## config.mk

```make
export PLATFORM = sky130hd
export DESIGN_NAME = lgs_log_slew
export DESIGN_NICKNAME = d
export VERILOG_FILES = /design/src/rtl/lgs_pkg.sv /design/src/rtl/lgs_rate_rom.sv /design/src/rtl/lgs_interval_timer.sv /design/src/rtl/lgs_step_calc.sv /design/src/rtl/lgs_log_slew.sv
export SDC_FILE = /design/constraint.sdc
export NUM_CORES = 1
export LEC_CHECK = 0
export BUFFER_PORTS_ARGS = -buffer_cell sky130_fd_sc_hd__clkbuf_2
export CORE_UTILIZATION = 60
export CTS_CLUSTER_DIAMETER = 80
export DETAILED_ROUTE_END_ITERATION = 12
export HOLD_SLACK_MARGIN = 0.03
export PLACE_DENSITY = 0.81
export SLEW_MARGIN = 10
export SYNTH_ARGS = -nofsm -noshare
export SYNTH_HDL_FRONTEND = slang
export SYNTH_SLANG_ARGS = --single-unit
export TNS_END_PERCENT = 30
```

## constraint.sdc

```tcl
create_clock -name clk -period 5.5 [get_ports clk]
set_clock_uncertainty 0.2 [all_clocks]
set_input_delay 1.1 -clock clk [delete_from_list [all_inputs] [get_ports clk]]
set_output_delay 1.1 -clock clk [all_outputs]
set_load 0.05 [all_outputs]
```

## src/rtl/lgs_pkg.sv

```systemverilog
package lgs_pkg;

  localparam int RATE_SEL_W = 3;
  localparam int NUM_RATES  = 1 << RATE_SEL_W;
  localparam int STEP_SHIFT_DEF = 5;

  typedef logic [RATE_SEL_W-1:0] rate_sel_t;

  typedef enum logic {
    ST_IDLE = 1'b0,
    ST_SLEW = 1'b1
  } slew_state_e;

  // Step interval in hundredths of a microsecond for each select value.
  function automatic longint interval_cs(input int sel);
    case (sel)
      0:       return 64'd400;
      1:       return 64'd1200;
      2:       return 64'd2704;
      3:       return 64'd6072;
      4:       return 64'd13672;
      5:       return 64'd41864;
      6:       return 64'd128200;
      7:       return 64'd512792;
      default: return 64'd400;
    endcase
  endfunction

  // Interval in clock cycles, floored, never below one.
  function automatic longint rate_cycles(input int sel, input int clk_khz);
    longint c;
    c = (interval_cs(sel) * longint'(clk_khz)) / 64'd100000;
    return (c < 64'd1) ? 64'd1 : c;
  endfunction

  // Counter width that can hold the longest interval.
  function automatic int cnt_width(input int clk_khz);
    longint m;
    int     w;
    m = rate_cycles(NUM_RATES - 1, clk_khz);
    w = 1;
    while ((longint'(1) << w) <= m) w++;
    return w;
  endfunction

endpackage

```

## src/rtl/lgs_rate_rom.sv

```systemverilog
module lgs_rate_rom #(
  parameter int CLK_KHZ = 25000,
  parameter int CNT_W   = 17
) (
  input  lgs_pkg::rate_sel_t sel_i,
  output logic [CNT_W-1:0]   cycles_o
);

  logic [CNT_W-1:0] tbl [lgs_pkg::NUM_RATES];

  // One constant entry per select code, computed from the clock rate.
  for (genvar g = 0; g < lgs_pkg::NUM_RATES; g++) begin : g_entry
    assign tbl[g] = CNT_W'(lgs_pkg::rate_cycles(g, CLK_KHZ));
  end

  assign cycles_o = tbl[sel_i];

endmodule

```

## src/rtl/lgs_interval_timer.sv

```systemverilog
module lgs_interval_timer #(
  parameter int CNT_W = 17
) (
  input  logic             clk,
  input  logic             rst,
  input  logic             load_i,
  input  logic             run_i,
  input  logic [CNT_W-1:0] reload_i,
  output logic             tick_o
);

  logic [CNT_W-1:0] count_q;

  always_ff @(posedge clk) begin
    if (rst) begin
      count_q <= '0;
    end else if (load_i) begin
      count_q <= reload_i - CNT_W'(1);
    end else if (run_i) begin
      if (count_q == '0) count_q <= reload_i - CNT_W'(1);
      else               count_q <= count_q - CNT_W'(1);
    end
  end

  assign tick_o = run_i && (count_q == '0);

endmodule

```

## src/rtl/lgs_step_calc.sv

```systemverilog
module lgs_step_calc #(
  parameter int CODE_W = 12,
  parameter int SHIFT  = 5
) (
  input  logic [CODE_W-1:0] cur_i,
  input  logic [CODE_W-1:0] target_i,
  input  logic              up_i,
  output logic [CODE_W-1:0] next_o,
  output logic              arrive_o
);

  localparam int WW = CODE_W + 1;

  logic [WW-1:0] wide_cur;
  logic [WW-1:0] wide_tgt;
  logic [WW-1:0] delta;
  logic [WW-1:0] sum;
  logic [WW-1:0] floor_lim;

  always_comb begin
    wide_cur  = {1'b0, cur_i};
    wide_tgt  = {1'b0, target_i};
    delta     = wide_cur >> SHIFT;
    if (delta == '0) delta = WW'(1);
    sum       = wide_cur + delta;
    floor_lim = wide_tgt + delta;
    if (up_i) begin
      arrive_o = (sum >= wide_tgt);
      next_o   = arrive_o ? target_i : sum[CODE_W-1:0];
    end else begin
      arrive_o = (wide_cur <= floor_lim);
      next_o   = arrive_o ? target_i : (cur_i - delta[CODE_W-1:0]);
    end
  end

endmodule

```

## src/rtl/lgs_log_slew.sv

```systemverilog
module lgs_log_slew #(
  parameter int CODE_W     = 12,
  parameter int CLK_KHZ    = 25000,
  parameter int STEP_SHIFT = lgs_pkg::STEP_SHIFT_DEF
) (
  input  logic              clk,
  input  logic              rst,
  input  logic              start_i,
  input  logic              dir_up_i,
  input  logic [CODE_W-1:0] low_code_i,
  input  logic [CODE_W-1:0] high_code_i,
  input  logic [2:0]        rise_sel_i,
  input  logic [2:0]        fall_sel_i,
  output logic [CODE_W-1:0] code_o,
  output logic              busy_o,
  output logic              done_o
);

  import lgs_pkg::*;

  localparam int CNT_W = cnt_width(CLK_KHZ);

  slew_state_e       state_q;
  logic [CODE_W-1:0] code_q;
  logic [CODE_W-1:0] target_q;
  logic              dir_q;
  rate_sel_t         sel_q;
  logic              done_q;

  logic              accept;
  rate_sel_t         rate_sel;
  logic [CNT_W-1:0]  reload;
  logic              tick;
  logic [CODE_W-1:0] next_code;
  logic              arrive;
  logic [CODE_W-1:0] start_code;

  assign accept   = (state_q == ST_IDLE) && start_i;
  assign rate_sel = (state_q == ST_IDLE) ? (dir_up_i ? rise_sel_i : fall_sel_i) : sel_q;

  always_comb begin
    if (dir_up_i) start_code = (low_code_i == '0) ? CODE_W'(1) : low_code_i;
    else          start_code = high_code_i;
  end

  lgs_rate_rom #(
    .CLK_KHZ (CLK_KHZ),
    .CNT_W   (CNT_W)
  ) u_rom (
    .sel_i    (rate_sel),
    .cycles_o (reload)
  );

  lgs_interval_timer #(
    .CNT_W (CNT_W)
  ) u_timer (
    .clk      (clk),
    .rst      (rst),
    .load_i   (accept),
    .run_i    (state_q == ST_SLEW),
    .reload_i (reload),
    .tick_o   (tick)
  );

  lgs_step_calc #(
    .CODE_W (CODE_W),
    .SHIFT  (STEP_SHIFT)
  ) u_step (
    .cur_i    (code_q),
    .target_i (target_q),
    .up_i     (dir_q),
    .next_o   (next_code),
    .arrive_o (arrive)
  );

  always_ff @(posedge clk) begin
    if (rst) begin
      state_q  <= ST_IDLE;
      code_q   <= '0;
      target_q <= '0;
      dir_q    <= 1'b0;
      sel_q    <= '0;
      done_q   <= 1'b0;
    end else begin
      done_q <= 1'b0;
      case (state_q)
        ST_IDLE: begin
          if (start_i) begin
            code_q   <= start_code;
            target_q <= dir_up_i ? high_code_i : low_code_i;
            dir_q    <= dir_up_i;
            sel_q    <= rate_sel;
            state_q  <= ST_SLEW;
          end
        end
        ST_SLEW: begin
          if (tick) begin
            code_q <= next_code;
            if (arrive) begin
              state_q <= ST_IDLE;
              done_q  <= 1'b1;
            end
          end
        end
        default: state_q <= ST_IDLE;
      endcase
    end
  end

  assign code_o = code_q;
  assign busy_o = (state_q == ST_SLEW);
  assign done_o = done_q;

endmodule

```

**Word level (Yosys, flattened, before mapping)**

Memory sizes are Yosys's and may differ from the RTL's.
Cells that the tools add are included.

- Output and inout port bits: 14
- Memories: 1
- Memory bits (read-only): 136
- Input bits: 34
- Flip-flop bits (word level): 47
- Logic and storage cells: 53

Memory list:

| name | depth | width | rd ports | clocked after Yosys merged registers in | wr ports | line | text |
|---|---|---|---|---|---|---|---|
| (no name shown) | 8 | 17 | 1 | 0 | 0 | lgs_rate_rom.sv:16 | `assign cycles_o = tbl[sel_i];` |

- $lt $le $gt $ge: 3
- $add $sub $neg: 5
- Reduce and logical (&&, ||, !) cells: 9
- Muxes and demuxes: 23
- Equality and inequality tests: 2
- Bitwise gates (word level): 3

Operators by type and width:

| cell | number |
|---|---|
| 2-to-1 mux 12 bit | 8 |
| 2-to-1 mux 17 bit | 5 |
| subtractor 17 x 1 -> 17 bit (second input constant) | 2 |
| adder 12 x 13 -> 13 bit | 2 |
| case mux 12 bit (2 select lines) | 1 |
| logical NOT 17 bit | 1 |
| >= comparator 13 x 12 -> 1 bit | 1 |
| <= comparator 12 x 13 -> 1 bit | 1 |
| logical NOT 13 bit | 1 |
| logical NOT 12 bit | 1 |
| subtractor 12 bit | 1 |
| 2-to-1 mux 7 bit | 1 |
| 2-to-1 mux 3 bit | 2 |
| 2-to-1 mux 1 bit | 5 |
| >= comparator 4 bit (second input constant) | 1 |
| NOT 3 -> 4 bit | 1 |
| AND reduction 2 bit | 2 |
| OR reduction 3 bit | 1 |
| logical AND 1 bit | 2 |
| inequality test 2 x 1 -> 1 bit (second input constant) | 1 |
| inequality test 2 bit (second input constant) | 1 |
| NOT 1 bit | 2 |
| case mux 1 bit (2 select lines) | 1 |
| nonzero test 2 bit | 1 |

**Longest topological paths before layout**

- Word-level depth: 10
- Mapped depth: 21

**By module**

From an unflattened synthesis, not the netlist that was laid out.

- Cells, all modules: 649
- Area, all modules: 5099.9 µm²

Modules (own cells, without submodules):

| module | area an instance (µm²) | cells each | instances |
|---|---|---|---|
| lgs_step_calc | 1966.9 | 273 | 1 |
| lgs_log_slew | 1492.7 | 170 | 1 |
| lgs_interval_timer | 1447.6 | 182 | 1 |
| lgs_rate_rom | 192.7 | 24 | 1 |

**Worst setup path before layout**

No wires, ideal clock.

- Path kind: register -> register
- Start: reg code_q[9], in the netlist code_o[9]
- End: reg code_q[9], in the netlist code_o[9]
- Stages on the path, launching flop included: 20
- Path slack: 0.880 ns
- Required time: 5.162 ns
- Library setup time: 0.138 ns
- Buffers on the path: 2
- Arrival time: 4.282 ns
- Cells stage by stage: dfxtp_1 > clkbuf_1 > nor4_1 > a31o_2 > ha_1 > fa_1 > nor2b_1 > o21ai_1 > nand2_1 > o311ai_1 > xnor2_1 > ha_1 > a21o_1 > nand2_1 > nand3b_1 > a41oi_2 > a21oi_2 > buf_6 > a2111oi_1 > o32ai_1

- Cells in the longest elaborated chain, start to end: 8
- Elaborated cells on any way between the ends: 12

Ends and longest elaborated chain:

| what | line | text |
|---|---|---|
| from (decl) | lgs_log_slew.sv:24 | `logic [CODE_W-1:0] code_q;` |
| from (signal assigned) | lgs_log_slew.sv:89 | `code_q <= start_code;` |
| from (signal assigned) | lgs_log_slew.sv:98 | `code_q <= next_code;` |
| logical NOT 13 bit | lgs_step_calc.sv:24 | `if (delta == '0) delta = WW'(1);` |
| 2-to-1 mux 7 bit | lgs_step_calc.sv:24 |  |
| adder 12 x 13 -> 13 bit (on tied branches) | lgs_step_calc.sv:26, lgs_step_calc.sv:25 |  |
| <= comparator 12 x 13 -> 1 bit or >= comparator 13 x 12 -> 1 bit (tied branches) | lgs_step_calc.sv:31, lgs_step_calc.sv:28 |  |
| 2-to-1 mux 12 bit (on tied branches) | lgs_step_calc.sv:32, lgs_step_calc.sv:29 |  |
| 2-to-1 mux 12 bit * | lgs_step_calc.sv:27 | `if (up_i) begin` |
| 2-to-1 mux 12 bit * | lgs_log_slew.sv:97 | `if (tick) begin` |
| case mux 12 bit (2 select lines) * | lgs_log_slew.sv:86 | `case (state_q)` |

Mark *: on every way between the ends. The rest lies on a longest branch, timed or not. The select of a mux whose other input is x is not followed.
A chain may end at the register's enable or synchronous reset.

**Final worst setup path**

- Start: reg code_q[8], in the netlist code_o[8]
- End: reg code_q[7], in the netlist code_o[7]

Same word-level chain as after synthesis.

==> flow_summary.toml <==
[pwr]
power_leakage_uw = 0.00216
p_sw_share_pct = 47.7
clockPowerShare_pct = 13.4
finalPower_uw = 1520
p_switching_uw = 727
ir_drop_v = 0.000172
intPower_uw = 796
p_seq_share_pct = 29.6
share_comb_of_total_power_pct = 57.0
power.density_mw_per_mm2 = 295

[detailed_routing]
antenna_left = 0
route.vias.total = 4953
drtIter0Drc = 420
routed_via_density = 6.73
drcViolationCount = 0
wl_um = 14200
wl_per_cell_um = 19.3
first_pass_iters = 5

[critical_path]
worst_setup_path_start_kind = "flip-flop"
required_ns = 5.50
r2r-start = "code_o[8]"
cp-endpoint = "code_o[7]"
rr_worst_depth = 19
endpoint_kind = "flip-flop"
r2r_slack_ns = 0.35
crit_start = "code_o[8]"
path_class = "reg2reg"
crit_fanout = 13
r2r-end = "code_o[7]"
critPathArrivalTime_ns = 5.15

[synth]
ys.flop_type = "dfxtp_1"
async_flop_share_pct = 0
ys_ff_latch = 47
synth_top_area_share_pct = 19.4
yosys.cell_types.count = 87
synth_cells = 611
synth-edff-count = 0
synth_top_area_cell = "dfxtp_1"
synth_area_leaders = "dfxtp_1, ha_1, nor2_1"
syn_nets = 698
yosysWarnings = 0
synth.avg_cell_area_um2 = 7.92
synth_area_mm2 = 0.00484
ys_seq_area_share_pct = 19.4

[clocking]
clock_latency_ns = 0.30
path_clk_slew_ns = 0.09
h-tree-depth = 2
cts_hold_buf = 0
clock-root-buffer = "clkbuf_8"
cts_buffers = 5
cts_sinks = 47
cts_tree = "built"
cts_setup_buffers = 0
cts_resized = 0
ctsLongestPathBuffers = 2

[final_layout]
final_nets = 722
layout_common_cells = "nor2_1, ha_1, dfxtp_1, clkbuf_2, a21oi_1"
fill_cells = 692
multiInputGateArea_mm2 = 0.00361
drive_gt1_share_pct = 15.5
syn_to_final_growth_pct = 6.75
seqCellArea_um2 = 941
n_antenna_cell = 0
final_common_cell = "nor2_1"
fin_area_mm2 = 0.00517

[run]
maxCapViolations = 0

[sta]
worstMarginPinSlew_ns = 1.11
fmax_ghz = 0.194
period_share_pct = 93.6
hold_ws_ns = 0.300
period_minus_slack_ns = 5.15
finalSetupTns_ns = 0
setup_slack_ns = 0.351
relSlewSlack_pct = 25.9
drv_slew = 0
hold_viol = 0
setup_violations = 0
rsz0062_at_grt = "false"

[floorplan]
die_area_mm2 = 0.00843
die_w_um = 91.8
start_util_pct = 62.3
num_rows = 32
ios = 48
die-height_um = 91.8
fp.coreArea_mm2 = 0.00777

[place]
numPortBuffers = 47
dp_hpwl_um = 10700
dpl_cell_area_mm2 = 0.00509
globalplace.congestion = 0.954
place_ws_ns = 0.572

[global_route]
first_global_vias = 4602
antenna_found_initial = 0
grt_max_degree = 50
groute.usage.overall_pct = 35.1
grt-ovfl-total = 0
grt_first_pass_wirelength_um = 23400

[hold_path]
hold_path_depth = 2
hold_class = "reg2reg"

[status]
status = "finished clean"
-- power groups by stage --
| stage | clock network, uW | registers (uW) | logic (uW) |
|---|---|---|---|
| after CTS | 204 | 447 | 846 |
| after detailed placement | 0 | 455 | 840 |
| after global routing | 219 | 455 | 949 |
| after global placement | 0 | 452 | 813 |
| after floorplan | 0 | 473 | 622 |
| final | 204 | 450 | 869 |
-- worst min-delay path by stage --
stage                     endpoint  slack, ns           startpoint
6_report       u_timer.count_q[13]       0.30  u_timer.count_q[13]
5_1_grt        u_timer.count_q[13]       0.34  u_timer.count_q[13]
4_1_cts        u_timer.count_q[13]       0.30  u_timer.count_q[13]
3_5_place_dp   u_timer.count_q[13]       0.29  u_timer.count_q[13]
3_3_place_gp   u_timer.count_q[13]       0.28  u_timer.count_q[13]
2_1_floorplan                dir_q       0.25                dir_q
-- stage by stage --
stage               utilization, %  instances
floorplan                        -        611
detailed placement            65.5        730
global route                  66.5        736
finish                        66.5        736
global placement              65.5        730
CTS                           66.5        736
-- final cells by class --
class | instances | area share (%)
clock buffers | 5 | 1.33
clock inverters | 1 | 0.145
inverters | 34 | 2.47
multi-input cells | 493 | 69.8
flip-flops and latches | 47 | 18.2
well taps | 102 | 2.47
repair buffers | 54 | 5.57
-- logic make-up after synthesis --
family	share of synthesized area, %
AO/OA/AOI/OAI	28.2
AND/OR/NAND/NOR	21.5
XOR/XNOR	3.98
multiplexers	6.67
buffers and inverters	6.10
adder cells (fa/ha/maj)	14.2
flip-flops	19.4
-- Yosys cell counts, drive strengths merged (4+ instances only) --
library cell	count
o32ai	7
dfxtp	47
mux2i	24
buf	16
or3	4
o211ai	5
a31oi	8
and3	6
nor2	76
mux2	7
clkbuf	21
xnor2	16
a211oi	29
a21oi	41
nor2b	9
o21bai	6
ha	50
o21ai	37
a221oi	4
xor2	6
nor3	20
nand3	15
nor4	9
inv	34
nand4	7
nand2b	6
a211o	5
nand2	33
a21o	5
o31ai	7
-- layer usage --
metal / wire length [um] / global-route usage [%] / share of wire [%] / vias up
met5: 0 / 0 / 0 / -
met3: 1160 / 3.81 / 8.2 / 39
met2: 6390 / 56.5 / 45 / 275
li1: - / - / - / 2310
met1: 6350 / 49.3 / 45 / 2329
met4: 315 / 10.5 / 2.2 / 0
-- worst max-delay path, stage by stage, from the launching register on --
cell      delay, ns
dfxtp_1        0.45
nor4_1         0.45
a31o_2         0.25
ha_1           0.19
inv_1          0.06
fa_1           0.39
nand2b_1       0.18
a21oi_1        0.23
o21ai_0        0.15
nand2b_1       0.12
nand2_1        0.08
xnor2_1        0.13
ha_1           0.31
a21o_1         0.17
a21oi_1        0.15
o211ai_1       0.13
o211a_2        0.32
a21oi_2        0.60
a221oi_1       0.23
a221oi_2       0.26
-- flip-flops by register name, summed over array words and instances (netlist names) --
signal and cells:
busy_o 1, code_o 12, dir_q 1, done_o 1, sel_q 3, target_q 12
u_timer.count_q 17
Note: power is estimated with default switching activity, not from simulation.
